## config.mk

```make
export PLATFORM = sky130hd
export DESIGN_NAME = lpc_lattice
export DESIGN_NICKNAME = d
export VERILOG_FILES = /design/src/rtl/lattice_pkg.sv /design/src/rtl/lattice_ctrl.sv /design/src/rtl/lattice_dp.sv /design/src/rtl/lpc_lattice.sv
export SDC_FILE = /design/constraint.sdc
export NUM_CORES = 2
export LEC_CHECK = 0
export BUFFER_PORTS_ARGS = -buffer_cell sky130_fd_sc_hd__clkbuf_2
export CORE_MARGIN = 2
export CORE_UTILIZATION = 45
export DETAILED_ROUTE_END_ITERATION = 8
export PLACE_DENSITY = 0.64
export REMOVE_ABC_BUFFERS = 1
export SLEW_MARGIN = 20
export SYNTH_ARGS = -nofsm -noshare
export SYNTH_HDL_FRONTEND = slang
export SYNTH_SLANG_ARGS = --single-unit
```

## constraint.sdc

```tcl
create_clock -name clk -period 18.55 [get_ports clk]
set_clock_uncertainty 0.05 [all_clocks]
set_input_delay 0.9275 -clock clk [delete_from_list [all_inputs] [get_ports clk]]
set_output_delay 0.9275 -clock clk [all_outputs]
set_load 0.05 [all_outputs]
```

## src/rtl/lattice_pkg.sv

```systemverilog
package lattice_pkg;
  localparam int DATA_W = 24;
  localparam int COEF_W = 14;
  localparam int FRAC_W = COEF_W - 1;
  localparam int STAGES = 10;
  localparam int WORDS  = 2 * STAGES + 2;
  localparam int BIT_W  = $clog2(DATA_W);
  localparam int WCNT_W = $clog2(WORDS);
  localparam int STG_W  = $clog2(STAGES);

  // Strobes from the slot sequencer to the shared arithmetic
  typedef struct packed {
    logic             coefShift;  // bits 0..COEF_W-1 of a word: coefficient shifter runs
    logic             capIn;      // end of word 0: latch gain and excitation
    logic             gain;       // end of word 1: excitation times gain
    logic             fwdStep;    // end of an even stage word: forward update
    logic             bwdStep;    // end of an odd stage word: backward update
    logic             lastStep;   // end of the final word: close the frame
    logic [STG_W-1:0] stage;      // stage served by the current word pair
  } ctrl_t;
endpackage

```

## src/rtl/lattice_ctrl.sv

```systemverilog
module lattice_ctrl
  import lattice_pkg::*;
(
  input  logic  clk,
  input  logic  rstN,
  input  logic  syncReq,
  output ctrl_t ctl,
  output logic  lsbPulse,
  output logic  framePulse
);
  localparam logic [BIT_W-1:0]  LAST_BIT  = BIT_W'(DATA_W - 1);
  localparam logic [WCNT_W-1:0] LAST_WORD = WCNT_W'(WORDS - 1);

  logic [BIT_W-1:0]  bitCnt;
  logic [WCNT_W-1:0] wordCnt;
  logic              atLast;

  always_ff @(posedge clk or negedge rstN) begin
    if (!rstN) begin
      bitCnt  <= '0;
      wordCnt <= '0;
    end else if (syncReq) begin
      bitCnt  <= '0;
      wordCnt <= '0;
    end else if (atLast) begin
      bitCnt  <= '0;
      wordCnt <= (wordCnt == LAST_WORD) ? '0 : wordCnt + 1'b1;
    end else begin
      bitCnt <= bitCnt + 1'b1;
    end
  end

  always_comb begin
    atLast        = (bitCnt == LAST_BIT);
    ctl.coefShift = (bitCnt < BIT_W'(COEF_W));
    ctl.capIn     = atLast && (wordCnt == '0);
    ctl.gain      = atLast && (wordCnt == WCNT_W'(1));
    ctl.fwdStep   = atLast && (wordCnt >= WCNT_W'(2)) && !wordCnt[0];
    ctl.bwdStep   = atLast && (wordCnt >= WCNT_W'(3)) && wordCnt[0];
    ctl.lastStep  = atLast && (wordCnt == LAST_WORD);
    ctl.stage     = STG_W'((wordCnt - WCNT_W'(2)) >> 1);
    lsbPulse      = (bitCnt == '0);
    framePulse    = (wordCnt == '0);
  end
endmodule

```

## src/rtl/lattice_dp.sv

```systemverilog
module lattice_dp
  import lattice_pkg::*;
(
  input  logic  clk,
  input  logic  rstN,
  input  ctrl_t ctl,
  input  logic  dataBit,
  input  logic  excBit,
  output logic  speechBit
);
  logic        [COEF_W-1:0] coefSr;
  logic        [DATA_W-2:0] excSr;
  logic signed [COEF_W-1:0] ampReg, kReg, opK;
  logic signed [DATA_W-1:0] excReg, fwdReg;
  logic signed [DATA_W-1:0] opA, base, mulOut, sum;
  logic signed [DATA_W+COEF_W-1:0] prod;
  logic        [DATA_W-1:0] outSr;
  logic        [DATA_W-1:0] bStore [STAGES];
  logic        [STAGES-2:0] wrEn;
  logic                     doSub;
  logic        [DATA_W-1:0] excWord;

  assign excWord = {excBit, excSr};

  // Serial capture: coefficient field is the low COEF_W bits of its word
  always_ff @(posedge clk or negedge rstN) begin
    if (!rstN) begin
      coefSr <= '0;
      excSr  <= '0;
    end else begin
      if (ctl.coefShift) coefSr <= {dataBit, coefSr[COEF_W-1:1]};
      excSr <= {excBit, excSr[DATA_W-2:1]};
    end
  end

  // Operand selection for the one shared multiply-add
  always_comb begin
    opA   = excReg;
    opK   = ampReg;
    base  = '0;
    doSub = 1'b0;
    if (ctl.fwdStep) begin
      opA   = bStore[ctl.stage];
      opK   = coefSr;
      base  = fwdReg;
      doSub = 1'b1;
    end else if (ctl.bwdStep) begin
      opA   = fwdReg;
      opK   = kReg;
      base  = bStore[ctl.stage];
    end
  end

  assign prod   = opA * opK;
  assign mulOut = DATA_W'(prod >>> FRAC_W);
  assign sum    = doSub ? (base - mulOut) : (base + mulOut);

  // One write enable per stored backward value, decoded from the stage index
  for (genvar g = 0; g < STAGES - 1; g++) begin : g_wr
    assign wrEn[g] = ctl.bwdStep && (ctl.stage == STG_W'(g + 1));
  end

  always_ff @(posedge clk or negedge rstN) begin
    if (!rstN) begin
      ampReg <= '0;
      kReg   <= '0;
      excReg <= '0;
      fwdReg <= '0;
      outSr  <= '0;
      for (int g = 0; g < STAGES; g++) bStore[g] <= '0;
    end else begin
      if (ctl.capIn) begin
        ampReg <= coefSr;
        excReg <= excWord;
      end
      if (ctl.gain) fwdReg <= sum;
      if (ctl.fwdStep) begin
        fwdReg <= sum;
        kReg   <= coefSr;
      end
      for (int g = 0; g < STAGES - 1; g++) begin
        if (wrEn[g]) bStore[g] <= sum;
      end
      if (ctl.lastStep) begin
        bStore[STAGES-1] <= fwdReg;
        outSr            <= fwdReg;
      end else begin
        outSr <= {1'b0, outSr[DATA_W-1:1]};
      end
    end
  end

  assign speechBit = outSr[0];
endmodule

```

## src/rtl/lpc_lattice.sv

```systemverilog
module lpc_lattice
  import lattice_pkg::*;
(
  input  logic clk,
  input  logic rstN,
  input  logic syncInN,
  input  logic dataInN,
  input  logic excInN,
  output logic speechOutN,
  output logic lsbOutN,
  output logic frameOutN
);
  ctrl_t ctl;
  logic  lsbPulse, framePulse, speechBit;

  lattice_ctrl u_ctrl (
    .clk       (clk),
    .rstN      (rstN),
    .syncReq   (!syncInN),
    .ctl       (ctl),
    .lsbPulse  (lsbPulse),
    .framePulse(framePulse)
  );

  lattice_dp u_dp (
    .clk      (clk),
    .rstN     (rstN),
    .ctl      (ctl),
    .dataBit  (!dataInN),
    .excBit   (!excInN),
    .speechBit(speechBit)
  );

  assign speechOutN = !speechBit;
  assign lsbOutN    = !lsbPulse;
  assign frameOutN  = !framePulse;
endmodule

```

## Word-level counts from Yosys, hierarchy flattened

Cells that the tools add are included.

- Bits in registers: 387
- Input port bits: 5
- Word-level logic and storage cells: 87

- $add $sub $neg: 5
- Multipliers: 1
- Magnitude comparators: 4
- Eq/ne operators: 13
- Mux-type cells: 19
- Bitwise logic cells: 1
- Reduce and logical (&&, ||, !) cells: 25

Operators with widths:

| cell | number |
|---|---|
| $mux W24 | 10 |
| $bmux W24 S4 | 1 |
| $mul A24 B14 Y37 | 1 |
| $mux W14 | 2 |
| $mux W5 | 5 |
| $add A24 B24 Y24 | 1 |
| $sub A24 B24 Y24 | 1 |
| $eq A4 B3 Y1 const B | 4 |
| $logic_and A1 B1 Y1 | 16 |
| $add A5 B1 Y5 const B | 2 |
| $eq A5 B5 Y1 const B | 2 |
| $ge A5 B2 Y1 const B | 2 |
| $logic_not A5 Y1 | 2 |
| $eq A4 B2 Y1 const B | 2 |
| $eq A4 B4 Y1 const B | 2 |
| $logic_not A1 Y1 | 6 |
| $eq A5 B1 Y1 const B | 1 |
| $ge A5 B5 Y1 const B | 1 |
| $lt A5 B4 Y1 const B | 1 |
| $not A4 Y5 | 1 |
| $sub A5 B2 Y5 const B | 1 |
| $eq A4 B1 Y1 const B | 1 |
| $ne A2 B1 Y1 const B | 1 |
| $reduce_bool A2 Y1 | 1 |
| $mux W1 | 1 |

## Depth between registers and ports, before layout

- Depth in word-level cells: 11
- Depth in mapped cells: 57
- Depth with buffers taken out: 48

## By module

Synthesis repeated with hierarchy kept, for this count alone.

- Cell total of the unflattened synthesis: 3102
- Area total of the unflattened synthesis: 30349.1 µm²

By module, submodules not included:

| module | times used | cells an instance | area each (µm²) | seq. area each (µm²) |
|---|---|---|---|---|
| lattice_dp | 1 | 3019 | 29612.2 | 9434.0 |
| lattice_ctrl | 1 | 77 | 714.4 | 250.2 |
| lpc_lattice | 1 | 6 | 22.5 | 0.0 |

## Worst setup path before layout

OpenSTA, ideal clock, no wires.

- Path type: reg-to-reg
- From: register u_ctrl.wordCnt[1]
- To: register u_dp.bStore[95] (netlist name)
- Arrival time: 13171 ps
- Slack: 5200 ps
- Cell stages (with the launch flop): 50
- Clock period less this slack: 13350 ps
- Cell sequence: dfrtp_1 -> buf_2 -> buf_1 -> clkbuf_1 -> buf_1 -> inv_1 -> ha_1 -> xnor2_1 -> clkbuf_1 -> clkbuf_1 -> buf_1 -> mux2i_1 -> o21ai_0 -> nand2_1 -> o21ai_1 -> nand2_1 -> fa_1 -> fa_1 -> (+14 left out) -> xnor2_1 -> nor3_1 -> nand2_2 -> or3_1 -> a311oi_1 -> xor2_1 -> ha_1 -> nor3_1 -> o21ai_0 -> a31o_2 -> a31oi_1 -> nor3_1 -> a2111oi_0 -> o21ai_0 -> xnor2_1 -> xnor2_1 -> xnor2_4 -> o21ai_1

- Word-level cells in the longest chain between the ends: 9
- Elaborated cells between the ends (all ways): 24

RTL lines:

| element | line | source |
|---|---|---|
| start: declaration | lattice_ctrl.sv:15 | `logic [WCNT_W-1:0] wordCnt;` |
| start signal: assignment | lattice_ctrl.sv:27 | `wordCnt <= (wordCnt == LAST_WORD) ? '0 : wordCnt + 1'b1;` |
| $sub A5 B2 Y5 | lattice_ctrl.sv:41 | `ctl.stage = STG_W'((wordCnt - WCNT_W'(2)) >> 1);` |
| $not A4 Y5 (implied by the code) | lattice_dp.sv:43, lattice_dp.sv:50 |  |
| $bmux W24 S4 | lattice_dp.sv:43, lattice_dp.sv:50 |  |
| $mux W24 (implied by the code) (2 in series) | lattice_dp.sv:43, lattice_dp.sv:50 |  |
| $mux W24 (on tied branches) | lattice_dp.sv:42, lattice_dp.sv:47 |  |
| $mul A24 B14 Y37 / $mux W24 (equally long branches) | lattice_dp.sv:54, lattice_dp.sv:42 |  |
| $add A24 B24 Y24 / $sub A24 B24 Y24 (equally long branches) | lattice_dp.sv:56 | `assign sum = doSub ? (base - mulOut) : (base + mulOut);` |
| $mux W24 | lattice_dp.sv:56 |  |
| end signal: indexed assignment | lattice_dp.sv:82 | `if (wrEn[g]) bStore[g] <= sum;` |
| end signal: indexed assignment | lattice_dp.sv:85 | `bStore[STAGES-1] <= fwdReg;` |
| end: declaration | lattice_dp.sv:18 | `logic [DATA_W-1:0] bStore [STAGES];` |

Several ways; a longest one is shown, not always the timed one. The select of a mux whose other input is x is not followed.
A chain may end at the register's enable or synchronous reset.

## Final worst setup path

- From: register u_ctrl.wordCnt[1]
- To: register u_dp.fwdReg[23]

- Word-level cells in the longest chain between the ends: 11
- Elaborated cells between the ends (all ways): 27

RTL lines:

| element | line | source |
|---|---|---|
| $sub A5 B2 Y5 | lattice_ctrl.sv:41 |  |
| $not A4 Y5 (implied by the code) | lattice_dp.sv:43, lattice_dp.sv:50 |  |
| $bmux W24 S4 | lattice_dp.sv:43, lattice_dp.sv:50 |  |
| $mux W24 (implied by the code) (2 in series) | lattice_dp.sv:43, lattice_dp.sv:50 |  |
| $mux W24 (on tied branches) | lattice_dp.sv:42, lattice_dp.sv:47 |  |
| $mul A24 B14 Y37 / $mux W24 (equally long branches) | lattice_dp.sv:54, lattice_dp.sv:42 |  |
| $add A24 B24 Y24 / $sub A24 B24 Y24 (equally long branches) | lattice_dp.sv:56 |  |
| $mux W24 | lattice_dp.sv:56 |  |
| $mux W24 | lattice_dp.sv:76 | `if (ctl.gain) fwdReg <= sum;` |
| $mux W24 | lattice_dp.sv:77 | `if (ctl.fwdStep) begin` |
| end signal: assignment | lattice_dp.sv:76 |  |
| end signal: assignment | lattice_dp.sv:78 | `fwdReg <= sum;` |
| end: declaration | lattice_dp.sv:14 | `logic signed [DATA_W-1:0] excReg, fwdReg;` |

Several ways; a longest one is shown, not always the timed one. The select of a mux whose other input is x is not followed.

==> results.ini <==
[sta]
holdWs_ns=0.3242
hold_viol_final=0
rsz0062_at_grt=false
slew_headroom_pct=19.72
tns_ns=0
final.min_clock_period_ns=14.74
max_freq_mhz=67.86
finalCritPeriodShare_pct=79.44
worstMarginPinSlew_ns=1.204
setup_viol=0
slew_viol_final=0

[routing]
drtIter0Drc=1820
route.antenna.remaining_nets=0
vias=21470
wirelength_um=77720
drcViolationCount=0
viasPerCell=5.523
wire_per_inst_um=20.00
dr.pass1.iters=5

[clock_network]
cts_buffers=40
cts-hold-fix-buffers=0
cts.sinks=387
htreeDepth=2
postCtsSetupBuffers=0
ctsResizeCount=0
cts_root_buf=clkbuf_16
cts_buffer_depth=3
clkLatencyLatePin_ns=0.54
tritoncts=built
path_clk_slew_ns=0.06

[worst_setup_path]
crit_path_max_fanout=54
arrival_ns=15.06
critical_path.slowest_cell=and2_1
reg2reg_to=u_dp.fwdReg[23]
critPathCaptureType=flip-flop
worst_path_most_repeated_cell=fa_1
critPathRequiredTime_ns=18.88
slowest_delay_ns=0.96
crit_end=u_dp.fwdReg[23]
startpoint_type=flip-flop
crit_path_start=u_ctrl.wordCnt[1]
path_class=reg2reg
reg2reg_slack_ns=3.81
rr_worst_depth=43
r2r_start=u_ctrl.wordCnt[1]

[global_routing]
grt_pass1_wl_um=126400
antenna_found_initial=0
grt_max_degree=183
grt_overflow=0
grt_pass1_vias=22280
grt_usage_pct=23.69

[min_path]
hold_class=reg2reg
whs_path_depth=0

[placement]
postPlaceCellArea_um2=30600
dp_hpwl_um=57450
placedCellCount=3813
portBuffers=7
place_congestion=0.9174

[floorplan]
die_area_um2=68130
die_y_um=261.0
floorplan.initialDensity_pct=45.30
dieWidth_um=261.0
core_area_um2=65630
rows=94
ioPinCount=8

[layout]
nNetsFinal=3423
multiInputGateArea_um2=18260
seq_area_um2=9688
stdcell_count=3887
drive_gt1_share_pct=9.235
fin_area_um2=32030
syn2layout_area_growth_pct=7.727
nFillCells=6055

[logic_synthesis]
synth_edf_count=0
avgSynthCellArea_um2=9.699
synth-main-ff-cell=dfrtp_1
yosys_warnings=0
syn_inst=3065
ys_types=80
synth-seq-cells=387
async_flop_share_pct=100.0
synth_area_um2=29730
synth-seq-area-share_pct=32.58

[status]
outcome=completed

[power]
leakage_nw=14.80
vdd_drop_max_uv=69.10
power_density_nw_per_um2=54.31

[flow_run]
cap_violations=0

power by group:
part            total, W  switching, W  internal (W)
Sequential      0.000853    0.00000422      0.000849
Combinational  0.0000382     0.0000303    0.00000787
Clock           0.000848      0.000336      0.000512
Total            0.00174      0.000371       0.00137
worst min path at each step:
stage,from,end,slack (ns)
2_1_floorplan,u_dp.excSr[1],u_dp.excSr[0],0.30
3_3_place_gp,u_dp.excSr[14],u_dp.excSr[13],0.31
3_5_place_dp,u_dp.excSr[16],u_dp.excSr[15],0.31
4_1_cts,u_dp.excSr[16],u_dp.excSr[15],0.32
5_1_grt,u_dp.excSr[3],u_dp.excSr[2],0.33
6_report,u_dp.excSr[16],u_dp.excSr[15],0.32
stage by stage:
step	util, %	total power, W	setup slack [ns]
floorplan	-	0.0008811	-0.3788
global placement	46.60	0.0009060	4.242
finish	48.80	0.001739	3.813
CTS	48.73	0.001757	3.836
detailed placement	46.62	0.0009073	3.920
global route	48.79	0.001797	2.875
state kept, by name, summed over array words and instances, names as in the netlist:
register / count
u_ctrl.wordCnt: 5
u_ctrl.bitCnt: 5
u_dp.outSr: 24
u_dp.excReg: 24
u_dp.fwdReg: 24
u_dp.excSr: 23
u_dp.kReg: 14
u_dp.bStore: 240
u_dp.coefSr: 14
u_dp.ampReg: 14
routing by layer:
metal / wire [um] / GRT usage (%) / part of all wire (%)
met3: 4416 / 3.039 / 5.7
met2: 35570 / 37.44 / 46
met5: 0 / 0 / 0
met1: 35940 / 34.90 / 46
met4: 1801 / 5.682 / 2.3
cells by family (layout without fill, tap and decap cells):
| logic type | count (synthesis) | after routing | share of synthesized area (%) |
|---|---|---|---|
| other | 0 | 2 | 0 |
| buffers and inverters | 502 | 458 | 6.355 |
| xor gates and xnor gates | 78 | 78 | 2.361 |
| adders and majority gates | 427 | 427 | 25.80 |
| and+or+nand+nor | 965 | 965 | 13.72 |
| DFF | 387 | 387 | 32.58 |
| AOI/OAI and AO/OA | 514 | 514 | 10.33 |
| muxes | 192 | 192 | 8.855 |
synth_stat cells (3+ instances only):
| cell type | n | area (um2) |
|---|---|---|
| and3_1 | 10 | 62.56 |
| dfrtp_1 | 387 | 9684 |
| o21ai_1 | 29 | 145.1 |
| a311o_1 | 3 | 30.03 |
| a211oi_1 | 4 | 30.03 |
| a22oi_1 | 3 | 22.52 |
| and4_1 | 4 | 35.03 |
| o31ai_1 | 3 | 22.52 |
| o21bai_1 | 11 | 82.58 |
| a2111oi_0 | 3 | 26.28 |
| inv_1 | 346 | 1299 |
| o21a_1 | 34 | 255.2 |
| xor2_1 | 21 | 183.9 |
| nand2b_1 | 22 | 137.6 |
| nand4b_1 | 5 | 43.79 |
| nor3_1 | 13 | 65.06 |
| clkbuf_1 | 132 | 495.5 |
| or3_1 | 5 | 31.28 |
| mux4_2 | 48 | 1081 |
| mux2i_1 | 59 | 590.6 |
| nand2_1 | 587 | 2203 |
| xnor2_1 | 56 | 490.5 |
| o21ai_0 | 278 | 1391 |
| nor2b_1 | 17 | 106.4 |
| nor4_1 | 3 | 18.77 |
| and2_1 | 17 | 106.4 |
| buf_1 | 20 | 75.07 |
| ha_1 | 117 | 1464 |
| nand4_1 | 8 | 50.05 |
| or2_2 | 8 | 50.05 |
| nand3_1 | 32 | 160.2 |
| a22o_1 | 22 | 192.7 |
| fa_1 | 310 | 6206 |
| mux2_2 | 84 | 945.9 |
| a21oi_1 | 55 | 275.3 |
| a221o_1 | 3 | 30.03 |
| buf_2 | 4 | 20.02 |
| a21o_1 | 22 | 165.2 |
| nor2_1 | 212 | 795.8 |
| o211ai_1 | 5 | 37.54 |
| a31oi_1 | 9 | 56.30 |
worst max-delay path, delay by kind of cell (launching register included):
kind	cells	cell delay, ns
xor gates and xnor gates	5	1.39
and+or+nand+nor	9	2.60
adders and majority gates	9	4.06
buffers and inverters	7	1.95
DFF	1	0.74
AOI/OAI and AO/OA	13	3.70
final cells by class:
| cell class | count | share of cell area (%) |
|---|---|---|
| clock buffer | 54 | 3.512 |
| inverter | 346 | 4.055 |
| multi-input combinational | 2176 | 57.01 |
| clock inverter | 18 | 0.8126 |
| tap | 864 | 3.376 |
| antenna | 2 | 0.01563 |
| sequential | 387 | 30.25 |
| timing repair buffer | 40 | 0.9650 |
placed cells by master, fill, tap and decap left out, drive strengths merged, types with 7 or more instances in the layout:
cell | synthesis | layout
xor2 | 21 | 21
and3 | 10 | 10
nor2 | 212 | 212
nand2b | 22 | 22
or2 | 8 | 8
mux4 | 48 | 48
nand4 | 8 | 8
o21ai | 307 | 307
dfrtp | 387 | 387
nand2 | 588 | 588
a21oi | 55 | 55
inv | 346 | 350
nor3 | 14 | 14
ha | 117 | 117
and2 | 19 | 19
clkinv | 0 | 7
clkbuf | 132 | 60
o21a | 34 | 34
nand3 | 32 | 32
xnor2 | 57 | 57
buf | 24 | 34
mux2 | 85 | 85
o21bai | 11 | 11
nor2b | 17 | 17
a22o | 22 | 22
a21o | 22 | 22
a31oi | 11 | 11
fa | 310 | 310
mux2i | 59 | 59
Note: power is estimated with default switching activity, not from simulation.
